[config.mk]
export PLATFORM = sky130hd
export DESIGN_NAME = ring_nf_classifier
export DESIGN_NICKNAME = d
export VERILOG_FILES = /design/src/rtl/nfc_pkg.sv /design/src/rtl/nfc_level_classify.sv /design/src/rtl/nfc_limit_scale.sv /design/src/rtl/ring_nf_classifier.sv
export SDC_FILE = /design/constraint.sdc
export NUM_CORES = 1
export LEC_CHECK = 0
export CELL_PAD_IN_SITES_DETAIL_PLACEMENT = 0
export CELL_PAD_IN_SITES_GLOBAL_PLACEMENT = 1
export CORE_ASPECT_RATIO = 0.9
export CORE_MARGIN = 2
export CORE_UTILIZATION = 46
export CTS_BUF_LIST = sky130_fd_sc_hd__clkbuf_2 sky130_fd_sc_hd__clkbuf_4 sky130_fd_sc_hd__clkbuf_8
export DETAILED_ROUTE_END_ITERATION = 10
export DONT_BUFFER_PORTS = 1
export GPL_TIMING_DRIVEN = 0
export PLACE_DENSITY_LB_ADDON = 0.1
export SETUP_SLACK_MARGIN = 0.3
export SYNTH_ARGS = -nofsm -noshare
export SYNTH_HDL_FRONTEND = slang
export SYNTH_SLANG_ARGS = --single-unit
[constraint.sdc]
create_clock -name clk -period 2.12 [get_ports clk]
set_input_delay 0.106 -clock clk [delete_from_list [all_inputs] [get_ports clk]]
set_output_delay 0.106 -clock clk [all_outputs]
set_load 0.01 [all_outputs]
[src/rtl/nfc_pkg.sv]
package nfc_pkg;
  typedef enum logic [1:0] {
    LVL_SAFE = 2'd0,
    LVL_NEAR = 2'd1,
    LVL_CRIT = 2'd2
  } nfc_level_e;
endpackage

[src/rtl/nfc_level_classify.sv]
module nfc_level_classify
  import nfc_pkg::*;
#(
  parameter int CNT_W = 10
) (
  input  logic [CNT_W-1:0] count_i,
  input  logic [CNT_W-1:0] safe_thr_i,
  input  logic [CNT_W-1:0] crit_thr_i,
  output nfc_level_e       level_o
);
  // Critical takes priority; safe only when strictly under the lower bound.
  always_comb begin
    if (count_i > crit_thr_i)      level_o = LVL_CRIT;
    else if (count_i < safe_thr_i) level_o = LVL_SAFE;
    else                           level_o = LVL_NEAR;
  end
endmodule

[src/rtl/nfc_limit_scale.sv]
module nfc_limit_scale #(
  parameter int LIM_W = 8
) (
  input  logic [LIM_W-1:0] base_i,
  input  logic             boost_i,
  output logic [LIM_W-1:0] limit_o
);
  localparam logic [LIM_W-1:0] LIM_MAX = {LIM_W{1'b1}};

  logic [LIM_W-1:0] doubled;

  // Saturate when the top bit would shift out.
  always_comb begin
    if (base_i[LIM_W-1]) doubled = LIM_MAX;
    else                 doubled = {base_i[LIM_W-2:0], 1'b0};
    limit_o = boost_i ? doubled : base_i;
  end
endmodule

[src/rtl/ring_nf_classifier.sv]
module ring_nf_classifier
  import nfc_pkg::*;
#(
  parameter int CNT_W = 10,
  parameter int LIM_W = 8
) (
  input  logic             clk,
  input  logic             rst_n,
  input  logic             eval_i,
  input  logic             nf_event_i,
  input  logic [CNT_W-1:0] valid_cnt_i,
  input  logic [CNT_W-1:0] safe_thr_i,
  input  logic [CNT_W-1:0] crit_thr_i,
  input  logic [LIM_W-1:0] base_limit_i,
  output logic [1:0]       level_o,
  output logic             near_full_o,
  output logic [LIM_W-1:0] reap_limit_o
);
  nfc_level_e       lvl_w;
  logic             flag_q;
  logic             pressure_w;
  logic             clear_w;
  logic [LIM_W-1:0] limit_w;

  nfc_level_classify #(.CNT_W(CNT_W)) u_classify (
    .count_i    (valid_cnt_i),
    .safe_thr_i (safe_thr_i),
    .crit_thr_i (crit_thr_i),
    .level_o    (lvl_w)
  );

  assign pressure_w = flag_q && (lvl_w != LVL_SAFE);
  assign clear_w    = eval_i && flag_q && (lvl_w == LVL_SAFE);

  nfc_limit_scale #(.LIM_W(LIM_W)) u_scale (
    .base_i  (base_limit_i),
    .boost_i (pressure_w),
    .limit_o (limit_w)
  );

  // Sticky flag: an event set beats a safe-level clear.
  always_ff @(posedge clk) begin
    if (!rst_n)          flag_q <= 1'b0;
    else if (nf_event_i) flag_q <= 1'b1;
    else if (clear_w)    flag_q <= 1'b0;
  end

  always_ff @(posedge clk) begin
    if (!rst_n) begin
      level_o      <= LVL_SAFE;
      near_full_o  <= 1'b0;
      reap_limit_o <= '0;
    end else if (eval_i) begin
      level_o      <= lvl_w;
      near_full_o  <= pressure_w;
      reap_limit_o <= limit_w;
    end
  end
endmodule

---- Yosys cells after proc, flatten, opt, wreduce, memory -nomap -nowiden ----
Index checks and enable logic that the tools add are counted.
storage, ports and cells
  word-level logic and storage cells ...... 18
  register bits ........................... 12
  bits in writable memories ............... 0
  bits in latches ......................... 0
  bits in read-only memories .............. 0
  memories ................................ 0
  bits of input ports ..................... 42
operators by class
  $mul .................................... 0
  eq/ne operators ......................... 0
  reduce and logical (&&, ||, !) cells .... 6
  add/subtract/negate cells ............... 0
  magnitude comparators ................... 2
  divide/modulo/power cells ............... 0
  multiplexer cells ....................... 6
  shifts and indexed selects .............. 0
  bitwise gates (word level) .............. 0
operators with widths
  kind                 count
  two-way mux 8 bit    2
  > comparator 10 bit  1
  < comparator 10 bit  1
  nonzero test 2 bit   2
  logical AND 1 bit    3
  two-way mux 1 bit    3
  logical NOT 2 bit    1
  two-way mux 2 bit    1

---- Longest topological paths before layout ----
  depth after elaboration ................. 7
  depth in mapped cells ................... 9
  mapped depth without buffers ............ 8

---- By module ----
Synthesis repeated with hierarchy kept, for this count alone.
unflattened totals
  cells, all modules ...................... 122
  area total of the unflattened synthesis .. 1077.3 um^2
by module, submodules not included
  module              cells each  area an instance (um^2)  seq. area each (um^2)  times used
  ring_nf_classifier  42          490.5                    240.2                  1
  nfc_level_classify  66          486.7                    0.0                    1
  nfc_limit_scale     14          100.1                    0.0                    1

---- Worst setup path before layout ----
Ideal clock, no wire load.
  kind .................................... input to register
  start ................................... input crit_thr_i[3]
  end ..................................... register reap_limit_o[0]
  setup time .............................. 0.122 ns
  cell stages on the path ................. 9
  data required time ...................... 1.998 ns
  buffers on the path ..................... 1
  data arrival time ....................... 1.796 ns
  slack ................................... 0.202 ns
  cells stage by stage .................... inv_1 > ha_1 > a21o_1 > a21o_1 > a221oi_4 > o211ai_4 > and2_4 > buf_6 > o311a_1
on the way
  longest elaborated chain between the ends .. 5
ends and longest elaborated chain
  what                    line                      RTL
  start: declaration      ring_nf_classifier.sv:13  input logic [CNT_W-1:0] crit_thr_i,
  > comparator 10 bit     nfc_level_classify.sv:13  if (count_i > crit_thr_i) level_o = LVL_CRIT;
  two-way mux 2 bit       nfc_level_classify.sv:13
  nonzero test 2 bit      ring_nf_classifier.sv:32  assign pressure_w = flag_q && (lvl_w != LVL_SAFE);
  logical AND 1 bit       ring_nf_classifier.sv:32
  two-way mux 8 bit       nfc_limit_scale.sv:16     limit_o = boost_i ? doubled : base_i;
  end signal: assignment  ring_nf_classifier.sv:56  reap_limit_o <= limit_w;
  end: declaration        ring_nf_classifier.sv:17  output logic [LIM_W-1:0] reap_limit_o
Every way passes these cells.
A chain may end at the register's enable or synchronous reset.

---- Worst setup path in the final report ----
  start ................................... input safe_thr_i[4]
  end ..................................... register reap_limit_o[0]
on the way
  longest elaborated chain between the ends .. 6
ends and longest elaborated chain
  what                 line                      RTL
  start: declaration   ring_nf_classifier.sv:12  input logic [CNT_W-1:0] safe_thr_i,
  < comparator 10 bit  nfc_level_classify.sv:14  else if (count_i < safe_thr_i) level_o = LVL_SAFE;
  two-way mux 1 bit    nfc_level_classify.sv:14
  two-way mux 2 bit    nfc_level_classify.sv:13
  nonzero test 2 bit   ring_nf_classifier.sv:32
  logical AND 1 bit    ring_nf_classifier.sv:32
  two-way mux 8 bit    nfc_limit_scale.sv:16
Every way passes these cells.

==> results.md <==
- GR Util met1: 23.9%
- Startpoint Class: input port
- First-pass GRT wire length: 4290 um
- Worst Skew: 0.00593 ns
- Overflow after GRT: 0
- Nets: 214
- Asr flop ratio synth: 0%
- CTS Sinks: 12
- # DRC: 0
- Max IR drop VDD: 0.403 mV
- Post-Syn Nets: 205
- Crit path DAT: 1.84 ns
- Post-DRT Antenna Nets: 0
- DIE HEIGHT: 52.1 um
- Worst-path maximum fanout: 8
- WS Path Type: in2reg
- GRT busiest layer: met2
- CTS tree: done
- Reg2Reg Depth: 3
- Area grow syn2layout: 14.4%
- WP data required: 2.29 ns
- Total power: 646 uW
- Via count: 1,049
- DP Worst Slack: 0.132 ns
- Slew @ Worst Pin: 0.445 ns
- Num rows: 17
- Antenna violations before repair: 0
- Buffers on Ports: 0
- Top-count cell post-synth: inv_1
- GRT Overall Usage: 18.5%
- Met3 GRT Util: 7.96%
- Synth cell types: 34
- Pleak: 0.593 nW
- Antenna cells: 0
- Beginning of the worst hold path: base_limit_i[5]
- Post-CTS sizing: 0
- Fin crit period: 1.67 ns
- Gpl congestion: 0.775
- Worst hold path type: in2reg
- Area share of the largest cell type after synthesis: 20.3%
- RSZ-0062 raised after global routing: false
- Reg2reg start: flag_q$_SDFFE_PN0P_
- Largest net degree at the start of global routing: 11
- Status: finished clean
- Synth Warn #: 0
- DRT Wirelength: 2700 um
- Final worst-path cycle share: 78.7%
- Initial Utilization: 48.3%
- Seq/Total Area, Yosys: 20.3%
- Final Hold Viols: 0
- Dominant cell type by area after synthesis: dfxtp_1
- Setup TNS: 0 ns
- Post-route setup slack: 0.451 ns
- Worst Hold Endpoint: reap_limit_o[5]$_SDFFE_PN0P_
- Crit Reg-Reg Endpoint: reap_limit_o[0]$_SDFFE_PN0P_
- Max Clock Freq: 0.599 GHz
- Clock root cell: clkbuf_4
- H-tree levels: 1
- Mapped Area: 1180 sq um
- Crit end category: register
- Hold depth: 2
- Core ar.: 2450 sq um
- Ranking of synthesized cells by area: dfxtp_1, ha_1, nand3_1
- GR Util met2: 29.5%
- DRT Pass-1 Iters: 4
- Crit path launch: safe_thr_i[4]
- Yosys reg bits: 12
- Pins Over Slew Limit: 0
- Share of cells above drive strength 1: 19.2%
- Max-Cap Viols: 0
- Hold WS: 0.0143 ns
- # setup viols final: 0
- Clock-pin slew on the worst setup and hold paths: 0.08 ns
- CTS max path bufs: 2
- Synth cell count leaders: inv_1, nand3_1, ha_1
- Syn avg cell area: 8.21 sq um
- Clock latency on the worst-skew pair: 0.27 ns
- Inserted Clock Buffers: 3
- Post-synth EDFFs: 0
- DR WL/cell: 15.1 um
- Post-synth top flop: dfxtp_1
- Vias per std cell: 5.86
- Slew headroom: 70.1%
- Ports: 53
- Die area: 2990 sq um
- Vias in the first global route: 990
- DR iter-0 viols: 50
- Die W: 57.4 um
- R2R setup slack: 1.11 ns
- Pwr Density: 478 nW/um^2
- Post-Synthesis Cells: 144
- DP HPWL: 2200 um
-- cell type report --
class | count | area, sq um
fill | 246 | 1090
multi-input combinational | 102 | 852
inverter | 23 | 98.8
clock buffer | 3 | 22.5
buffer | 7 | 71.3
tap | 28 | 35.0
timing repair buffer | 4 | 32.5
sequential | 12 | 240
-- what timing repair did --
| action | in CTS | in global routing |
|---|---|---|
| hold endpoints to repair | 1 | 0 |
| hold buffers | 1 | 0 |
| buffers inserted | 0 | 3 |
| endpoints found under the setup margin | 0 | 1 |
-- state kept, by name, summed over array words and instances, names as in the netlist --
| name | flops |
|---|---|
| flag_q | 1 |
| level_o | 2 |
| near_full_o | 1 |
| reap_limit_o | 8 |
-- placed cells by master, fill, tap and decap left out, types with 2 or more instances in the layout --
cell / netlist / routed
nand3_1: 21 / 21
inv_1: 23 / 20
ha_1: 19 / 14
nor2_1: 13 / 13
dfxtp_1: 12 / 12
o211ai_1: 7 / 7
nand2_1: 6 / 6
ha_4: 0 / 5
a21oi_1: 5 / 4
a21o_1: 3 / 3
nand4_1: 3 / 3
o21a_1: 3 / 3
clkbuf_8: 3 / 3
a21boi_0: 3 / 3
clkbuf_4: 0 / 3
buf_4: 0 / 3
inv_2: 0 / 2
a211oi_1: 2 / 2
clkbuf_1: 2 / 2
-- report_power, final --
group	switching (mW)	internal, mW
Sequential	0.0206	0.245
Clock	0.0738	0.0657
Combinational	0.119	0.121
Total	0.213	0.432
-- kinds of logic (layout without fill, tap and decap cells) --
logic type / after synthesis / after routing / share of synthesized area, %
AO/OA/AOI/OAI: 35 / 35 / 26.6
adder cells (fa/ha/maj): 19 / 19 / 20.1
buffers and inverters: 30 / 37 / 13.3
flip-flops: 12 / 12 / 20.3
AND/OR/NAND/NOR: 48 / 48 / 19.7
-- through the flow --
step           instances  instance area (sq um)  utilization, %
6_report             179                   1350            55.3
5_1_grt              179                   1350            55.3
3_3_place_gp         172                   1300            53.0
3_5_place_dp         172                   1300            53.0
2_1_floorplan        144                   1260               -
4_1_cts              176                   1330            54.4
-- how the worst max path moves through the flow --
stage	end	slack (ns)	cells past startpoint
after CTS	reap_limit_o[0]$_SDFFE_PN0P_	0.42	9
after global placement	reap_limit_o[0]$_SDFFE_PN0P_	0.14	9
after floorplan	reap_limit_o[0]$_SDFFE_PN0P_	0.29	9
after global routing	reap_limit_o[0]$_SDFFE_PN0P_	0.33	9
after detailed placement	reap_limit_o[0]$_SDFFE_PN0P_	0.13	9
final	reap_limit_o[0]$_SDFFE_PN0P_	0.45	9
-- worst max-delay path, stage by stage --
cell and delay, ns:
inv_1 0.02, ha_1 0.30, a21oi_1 0.16, a211oi_1 0.13, a2111oi_4 0.38, o211ai_4 0.14, and2_4 0.16, buf_6 0.13
o311a_1 0.32
-- metal layers --
layer | share of wire (%) | wire, um
met3 | 8.8 | 238
met1 | 46 | 1240
met2 | 45 | 1210
met4 | 0 | 0
met5 | 0 | 0
No activity file was read; power rests on OpenSTA's default activity.
